==> src/rtl/vfit_pkg.sv <==
package vfit_pkg;

  typedef enum logic [1:0] {
    SCL_NONE   = 2'd0,
    SCL_FULL   = 2'd1,
    SCL_CENTER = 2'd2,
    SCL_ASPECT = 2'd3
  } scl_mode_e;

  typedef enum logic [2:0] {
    ST_IDLE,
    ST_UND,
    ST_UND_WAIT,
    ST_FIT,
    ST_ASP_WAIT,
    ST_DONE
  } fit_state_e;

endpackage

==> src/rtl/vfit_divider.sv <==
module vfit_divider #(
  parameter int NUM_W = 36,
  parameter int DEN_W = 17
) (
  input  logic             clk,
  input  logic             rst_n,
  input  logic             go_i,
  input  logic [NUM_W-1:0] num_i,
  input  logic [DEN_W-1:0] den_i,
  output logic             busy_o,
  output logic             done_o,
  output logic             zero_o,
  output logic [NUM_W-1:0] quo_o
);
  localparam int CNT_W = $clog2(NUM_W + 1);

  logic [DEN_W-1:0] rem_q, den_q, rem_nx;
  logic [NUM_W-1:0] quo_q;
  logic [CNT_W-1:0] cnt_q;
  logic             busy_q, done_q, zero_q;
  logic [DEN_W:0]   trial, diff;
  logic             fits;

  always_comb begin
    trial  = {rem_q, quo_q[NUM_W-1]};
    diff   = trial - {1'b0, den_q};
    fits   = trial >= {1'b0, den_q};
    rem_nx = fits ? diff[DEN_W-1:0] : trial[DEN_W-1:0];
  end

  always_ff @(posedge clk or negedge rst_n) begin
    if (!rst_n) begin
      rem_q  <= '0;
      den_q  <= '0;
      quo_q  <= '0;
      cnt_q  <= '0;
      busy_q <= 1'b0;
      done_q <= 1'b0;
      zero_q <= 1'b0;
    end else begin
      done_q <= 1'b0;
      if (go_i && !busy_q) begin
        if (den_i == '0) begin
          done_q <= 1'b1;
          zero_q <= 1'b1;
          quo_q  <= '0;
        end else begin
          den_q  <= den_i;
          quo_q  <= num_i;
          rem_q  <= '0;
          cnt_q  <= CNT_W'(NUM_W);
          busy_q <= 1'b1;
          zero_q <= 1'b0;
        end
      end else if (busy_q) begin
        rem_q <= rem_nx;
        quo_q <= {quo_q[NUM_W-2:0], fits};
        cnt_q <= cnt_q - 1'b1;
        if (cnt_q == CNT_W'(1)) begin
          busy_q <= 1'b0;
          done_q <= 1'b1;
        end
      end
    end
  end

  assign busy_o = busy_q;
  assign done_o = done_q;
  assign zero_o = zero_q;
  assign quo_o  = quo_q;

  // a zero divisor answers on the very next cycle, flagged
  a_r8_zero_div_quick: assert property (@(posedge clk) disable iff (!rst_n)
    (go_i && !busy_o && den_i == '0) |=> (done_o && zero_o));

  // only one ratio in flight at a time
  a_r9_div_no_overlap: assert property (@(posedge clk) disable iff (!rst_n)
    go_i |-> !busy_o);
endmodule

==> src/rtl/vfit_underscan.sv <==
module vfit_underscan #(
  parameter int DIM_W = 16
) (
  input  logic [DIM_W:0]   cur_w,
  input  logic [DIM_W:0]   cur_h,
  input  logic [DIM_W-1:0] hb,
  input  logic [DIM_W-1:0] vb,
  output logic [DIM_W:0]   new_w,
  output logic [DIM_W:0]   new_h,
  output logic             vb_set
);
  localparam int OUT_W = DIM_W + 1;

  logic [OUT_W-1:0] dec_w, dec_h;

  always_comb begin
    dec_w  = (hb != '0) ? {hb, 1'b0} : (cur_w >> 4) + OUT_W'(32);
    dec_h  = {vb, 1'b0};
    new_w  = (cur_w > dec_w) ? cur_w - dec_w : '0;
    new_h  = (cur_h > dec_h) ? cur_h - dec_h : '0;
    vb_set = (vb != '0);
  end
endmodule

==> src/rtl/vfit_fit_sel.sv <==
module vfit_fit_sel #(
  parameter int OUT_W  = 17,
  parameter int FRAC_W = 19
) (
  input  logic [OUT_W-1:0]        cw,
  input  logic [OUT_W-1:0]        ch,
  input  logic [OUT_W-1:0]        iw,
  input  logic [OUT_W-1:0]        ih,
  output logic                    widen,
  output logic [OUT_W-1:0]        min_w,
  output logic [OUT_W-1:0]        min_h,
  output logic [OUT_W+FRAC_W-1:0] num,
  output logic [OUT_W-1:0]        den
);
  localparam int PW = 2 * OUT_W;

  logic [PW-1:0] out_cross, in_cross;

  always_comb begin
    out_cross = PW'(cw) * PW'(ih);
    in_cross  = PW'(iw) * PW'(ch);
    widen     = out_cross > in_cross;
    min_w     = (iw < cw) ? iw : cw;
    min_h     = (ih < ch) ? ih : ch;
    num       = widen ? {iw, {FRAC_W{1'b0}}} : {ih, {FRAC_W{1'b0}}};
    den       = widen ? ih : iw;
  end
endmodule

==> src/rtl/vfit_viewport.sv <==
module vfit_viewport #(
  parameter int DIM_W  = 16,
  parameter int FRAC_W = 19
) (
  input  logic             clk,
  input  logic             rst_n,
  input  logic             start,
  input  logic [DIM_W-1:0] in_w,
  input  logic [DIM_W-1:0] in_h,
  input  logic [DIM_W-1:0] in_vtotal,
  input  logic             pack3d,
  input  logic [DIM_W-1:0] mode_w,
  input  logic [DIM_W-1:0] mode_h,
  input  logic [1:0]       scale_mode,
  input  logic             force_full,
  input  logic             underscan,
  input  logic [DIM_W-1:0] border_h,
  input  logic [DIM_W-1:0] border_v,
  output logic             busy,
  output logic             done,
  output logic [DIM_W:0]   view_w,
  output logic [DIM_W:0]   view_h
);
  import vfit_pkg::*;

  localparam int OUT_W  = DIM_W + 1;
  localparam int NUM_W  = OUT_W + FRAC_W;
  localparam int PROD_W = OUT_W + NUM_W;

  // rounded fixed-point scale: (a*r + r/2) >> FRAC_W
  function automatic logic [OUT_W-1:0] round_scale(input logic [OUT_W-1:0] a,
                                                   input logic [NUM_W-1:0] r);
    logic [PROD_W-1:0] p;
    p = PROD_W'(a) * PROD_W'(r) + PROD_W'(r >> 1);
    return OUT_W'(p >> FRAC_W);
  endfunction

  fit_state_e       st;
  scl_mode_e        md_q;
  logic [OUT_W-1:0] cw, ch, iw_q, ih_q;
  logic [DIM_W-1:0] bx_q, by_q;
  logic             und_q, asp_w_q;

  // capture-side values
  logic [OUT_W-1:0] ih_src;
  logic             use_src;
  scl_mode_e        md_eff;

  always_comb begin
    ih_src  = pack3d ? OUT_W'(in_h) + OUT_W'(in_vtotal) : OUT_W'(in_h);
    use_src = !force_full && (scale_mode == SCL_NONE);
    md_eff  = force_full ? SCL_FULL : scl_mode_e'(scale_mode);
  end

  // underscan stage
  logic [OUT_W-1:0] us_w, us_h;
  logic             us_vb_set;

  vfit_underscan #(.DIM_W(DIM_W)) u_und (
    .cur_w(cw), .cur_h(ch), .hb(bx_q), .vb(by_q),
    .new_w(us_w), .new_h(us_h), .vb_set(us_vb_set)
  );

  // centre / aspect selection
  logic             fs_widen;
  logic [OUT_W-1:0] fs_min_w, fs_min_h, fs_den;
  logic [NUM_W-1:0] fs_num;

  vfit_fit_sel #(.OUT_W(OUT_W), .FRAC_W(FRAC_W)) u_sel (
    .cw(cw), .ch(ch), .iw(iw_q), .ih(ih_q),
    .widen(fs_widen), .min_w(fs_min_w), .min_h(fs_min_h),
    .num(fs_num), .den(fs_den)
  );

  // shared ratio divider
  logic             div_go, div_busy, div_done, div_zero;
  logic [NUM_W-1:0] div_num, div_quo;
  logic [OUT_W-1:0] div_den;
  logic             und_ratio_evt, asp_ratio_evt;

  always_comb begin
    und_ratio_evt = (st == ST_UND) && und_q && !us_vb_set;
    asp_ratio_evt = (st == ST_FIT) && (md_q == SCL_ASPECT);
    div_go        = und_ratio_evt || asp_ratio_evt;
    div_num       = und_ratio_evt ? {ch, {FRAC_W{1'b0}}} : fs_num;
    div_den       = und_ratio_evt ? cw : fs_den;
  end

  vfit_divider #(.NUM_W(NUM_W), .DEN_W(OUT_W)) u_div (
    .clk(clk), .rst_n(rst_n), .go_i(div_go), .num_i(div_num), .den_i(div_den),
    .busy_o(div_busy), .done_o(div_done), .zero_o(div_zero), .quo_o(div_quo)
  );

  always_ff @(posedge clk or negedge rst_n) begin
    if (!rst_n) begin
      st      <= ST_IDLE;
      md_q    <= SCL_NONE;
      cw      <= '0;
      ch      <= '0;
      iw_q    <= '0;
      ih_q    <= '0;
      bx_q    <= '0;
      by_q    <= '0;
      und_q   <= 1'b0;
      asp_w_q <= 1'b0;
    end else begin
      unique case (st)
        ST_IDLE: if (start) begin
          iw_q  <= OUT_W'(in_w);
          ih_q  <= ih_src;
          cw    <= use_src ? OUT_W'(in_w) : OUT_W'(mode_w);
          ch    <= use_src ? ih_src : OUT_W'(mode_h);
          md_q  <= md_eff;
          und_q <= underscan;
          bx_q  <= border_h;
          by_q  <= border_v;
          st    <= ST_UND;
        end
        ST_UND: begin
          if (und_q) begin
            cw <= us_w;
            if (us_vb_set) begin
              ch <= us_h;
              st <= ST_FIT;
            end else begin
              st <= ST_UND_WAIT;
            end
          end else begin
            st <= ST_FIT;
          end
        end
        ST_UND_WAIT: if (div_done) begin
          if (!div_zero) ch <= round_scale(cw, div_quo);
          st <= ST_FIT;
        end
        ST_FIT: begin
          if (md_q == SCL_CENTER) begin
            cw <= fs_min_w;
            ch <= fs_min_h;
            st <= ST_DONE;
          end else if (md_q == SCL_ASPECT) begin
            asp_w_q <= fs_widen;
            st      <= ST_ASP_WAIT;
          end else begin
            st <= ST_DONE;
          end
        end
        ST_ASP_WAIT: if (div_done) begin
          if (!div_zero) begin
            if (asp_w_q) cw <= round_scale(ch, div_quo);
            else         ch <= round_scale(cw, div_quo);
          end
          st <= ST_DONE;
        end
        ST_DONE: st <= ST_IDLE;
        default: st <= ST_IDLE;
      endcase
    end
  end

  assign busy   = (st != ST_IDLE);
  assign done   = (st == ST_DONE);
  assign view_w = cw;
  assign view_h = ch;

  // done lasts exactly one cycle
  a_r9_done_single: assert property (@(posedge clk) disable iff (!rst_n)
    done |=> !done);

  // result holds while idle and no start arrives
  a_r10_hold_idle: assert property (@(posedge clk) disable iff (!rst_n)
    (!busy && !start) |=> ($stable(view_w) && $stable(view_h)));

  // underscan never grows the width
  a_r3_under_shrinks: assert property (@(posedge clk) disable iff (!rst_n)
    (st == ST_UND && und_q) |=> (view_w <= $past(view_w)));

  // centre placement is bounded by the source size
  a_r5_center_bound: assert property (@(posedge clk) disable iff (!rst_n)
    (st == ST_FIT && md_q == SCL_CENTER) |=> (view_w <= iw_q && view_h <= ih_q));

  // none/fullscreen leave the size unchanged after underscan
  a_r1_plain_keeps: assert property (@(posedge clk) disable iff (!rst_n)
    (st == ST_FIT && (md_q == SCL_NONE || md_q == SCL_FULL)) |=>
      ($stable(view_w) && $stable(view_h)));
endmodule

==> config.mk <==
export PLATFORM = sky130hd
export DESIGN_NAME = vfit_viewport
export DESIGN_NICKNAME = d
export VERILOG_FILES = /design/src/rtl/vfit_pkg.sv /design/src/rtl/vfit_divider.sv /design/src/rtl/vfit_underscan.sv /design/src/rtl/vfit_fit_sel.sv /design/src/rtl/vfit_viewport.sv
export SDC_FILE = /design/constraint.sdc
export NUM_CORES = 2
export LEC_CHECK = 0
export BUFFER_PORTS_ARGS = -buffer_cell sky130_fd_sc_hd__buf_2
export CORE_ASPECT_RATIO = 0.5
export CORE_UTILIZATION = 60
export CTS_CLUSTER_SIZE = 40
export DETAILED_ROUTE_END_ITERATION = 7
export PLACE_DENSITY_LB_ADDON = 0.05
export SLEW_MARGIN = 20
export SYNTH_ARGS = -nofsm -noshare
export SYNTH_HDL_FRONTEND = slang
export SYNTH_SLANG_ARGS = --single-unit
export TNS_END_PERCENT = 10
==> constraint.sdc <==
create_clock -name clk -period 27.3 [get_ports clk]
set_input_delay 8.19 -clock clk [delete_from_list [all_inputs] [get_ports clk]]
set_output_delay 8.19 -clock clk [all_outputs]
set_load 0.02 [all_outputs]
==> metrics.md <==
| Metric | Value |
|---|---|
| Outcome | finished clean |
| Top Family by Delay on Critical Path | compound AO/OA/AOI/OAI gates |
| Synth top area share | 41.9% |
| Post-synth EDFFs | 0 |
| Post_cts resized | 0 |
| Drt first pass iters | 6 |
| GR Overflow Total | 0 |
| Antenna Nets Post-Route | 0 |
| Min Tclk post-route | 11380 ps |
| Vias per inst | 5.91 |
| Max Clk Rate | about 90 MHz |
| H-Tree Depth | 4 |
| Top cell type by total area after synthesis | fa_1 |
| Initial Util | about three fifths |
| Root buffer cell | clkbuf_16 |
| WP data arrival | 11790 ps |
| Detail Placement HPWL | 150000 um |
| Top cells by count, synth | inv_1 (1483), nand2_1 (1389), fa_1 (1258) |
| Slew HR | 23.5% |
| Buffers on Ports | 155 |
| Synth async-reset ratio | 100% |
| Worst Path Buf+Inv | 6 |
| TNS Setup | 0 ps |
| Clock Sinks | 185 |
| Final period util | 41.7% |
| Max-Cap Viols | 0 |
| Initial antenna violation count | 8 |
| Ys Warns | 0 |
| Fin Clk Skew | roughly 30 ps |
| Vias in the first global route | 51900 |
| Wire length per cell | 23.7 um |
| Initial DRC count | 4549 |
| Post-Syn Nets | 8929 |
| Total Routing Usage GR | between 30% and 40% |
| Die area | 0.101 mm^2 |
| Synthesized flop and latch total | 185 |
| Synth Flop Type | dfrtp_1 |
| Worst min path class | flop to flop |
| Fillers | 8582 |
| Area delta synth->final | 4.15% |
| Slew Limit Fails | 0 |
| Synth cell types | 69 |
| Die H | between 200 and 250 um |
| Vias | between 40000 and 50000 |
| Core area | 0.0984 mm^2 |
| WP data required | 27720 ps |
| Final setup fails | 0 |
| Share of cells above drive strength 1 | 5.53% |
| RSZ-0062 raised after global routing | no |
| Worst setup path class | flop to flop |
| Mapped Cells | 7067 |
| Clock transition at path regs | about 100 ps |
| Routability cong. | 0.989 |
| Setup Buffers After CTS | 0 |
| Largest net degree at the start of global routing | 99 |
| Worst-path cell with the longest stage delay | buf_4 |
| Area of the multi-input gates | about 0.048 mm^2 |
| Die X | between 400 and 500 um |
| # rows | 81 |
| CTS buffer count | 17 |
| Register Area | 0.00467 mm^2 |
| CTS tree | built |
| CP max FO | 40 |
| Clk_lat worst skew | 530 ps |
| Mean Syn Cell Area | about 8.5 um^2 |
| Critical path's largest stage delay | 690 ps |
| Final hold vios | 0 |
| Routed wire length | 196000 um |
| # hold bufs at CTS | 0 |
| Setup crit start kind | flop |
| Post-route core utilization | 63.5% |
| Actual slew at the worst max-slew pin | 1150 ps |
| Dominant cell type by count on the critical path | fa_1 |
| Crit end category | flop |
| Post-Syn Area | 0.0600 mm^2 |
| Seq/Total Area, Yosys | 7.71% |
| Largest cells by area after synthesis | fa_1 (42%), ha_1 (10%), inv_1 (9.3%), nand2_1 (8.7%), dfrtp_1 (7.7%) |
| Longest Clk Path Bufs | 2 |
| Most common cell in the netlist | inv_1 |
| Final net count | 8809 |
| Residual DRC count | 0 |
| First-pass GRT wire length | 304000 um |
| IO Pins | 156 |
[worst register-to-register path: cells and delay by family (launching register included)]
kind | cells | cell delay (ps)
AO/OA/AOI/OAI | 15 | 3560
adder cells (fa/ha/maj) | 8 | 3530
AND/OR/NAND/NOR | 5 | 1720
buffers and inverters | 6 | 1260
flip-flops | 1 | 620
XOR/XNOR | 1 | 290
multiplexers | 1 | 290
[kinds of logic (layout without fill, tap and decap cells)]
group           count (synthesis)  in the layout  share of synthesized area, %
compound gates                709            709                          7.59
xor+xnor                      207            207                          3.02
fa+ha+maj                    1742           1742                          52.0
buf+inv                      1913           1806                          12.0
flops                         185            185                          7.71
mux                            74             74                          1.26
other cells                     0              1                             0
simple gates                 2237           2237                          16.3
[metal layers]
metal / global-route usage (%) / part of all wire, % / up-vias
met3: 7.67 / 10 / 594
li1: - / - / 21000
met5: 0 / 0.027 / -
met1: 52.9 / 39 / 24900
met4: 18.2 / 5.0 / 8
met2: 63.9 / 46 / 2550
[cells in the final DEF (no fill, tap or decap), types with 22 or more instances in the layout]
master	n
a21oi_1	201
nor3_1	39
o211ai_1	23
o31ai_1	24
xor2_1	63
buf_4	117
fa_1	1258
ha_1	484
mux2i_1	60
dfrtp_2	32
a31oi_1	26
and2_1	350
dfrtp_1	152
nor2_1	266
buf_2	154
nor2b_1	30
xnor2_1	144
nand2b_1	22
nand3_1	32
a21o_1	67
nand2_1	1388
inv_1	1483
o21ai_0	168
[worst paths after layout]
check / start / end / slack, ps / depth (start not counted)
max in group asynchronous: rst_n / view_h[4] / 18150 / 2
setup / recovery: view_h[9] / u_div.rem_q[7] / 15920 / 36
hold reg to reg: und_q / und_q / 520 / 2
min in group asynchronous: rst_n / u_div.quo_o[7] / 7640 / 1
hold / removal: und_q / und_q / 520 / 2
setup reg to reg: view_h[9] / u_div.rem_q[7] / 15920 / 36
[sequential cells by signal, indices dropped and copies added (netlist names)]
| register | flops |
|---|---|
| asp_w_q | 1 |
| bx_q | 16 |
| by_q | 16 |
| ih_q | 17 |
| iw_q | 16 |
| md_q | 2 |
| st | 3 |
| u_div.busy_o | 1 |
| u_div.cnt_q | 6 |
| u_div.den_q | 17 |
| u_div.done_o | 1 |
| u_div.quo_o | 36 |
| u_div.rem_q | 17 |
| u_div.zero_o | 1 |
| und_q | 1 |
| view_h | 17 |
| view_w | 17 |
[metrics by stage]
step / area, um^2 / cells / hold slack, ps / worst slack (ps)
2_1_floorplan: 60000 / 7067 / 462 / 16780
3_3_place_gp: 61900 / 8256 / 468 / 16220
3_5_place_dp: 61900 / 8256 / 493 / 16060
4_1_cts: 62500 / 8288 / 512 / 16050
5_1_grt: 62500 / 8288 / 526 / 15070
6_report: 62500 / 8289 / 517 / 15920
[cell type report]
class	instances	area share, %
multi-input combinational	4969	77.2
inverter	1501	9.01
sequential	185	7.47
timing repair buffer	273	2.68
tap	1328	2.66
clock buffer	17	0.680
clock inverter	15	0.312
antenna	1	0.00400
Power is left out: the tool's default activity adds up to more than one toggle a clock period on the data nets, which glitch-free logic cannot reach.
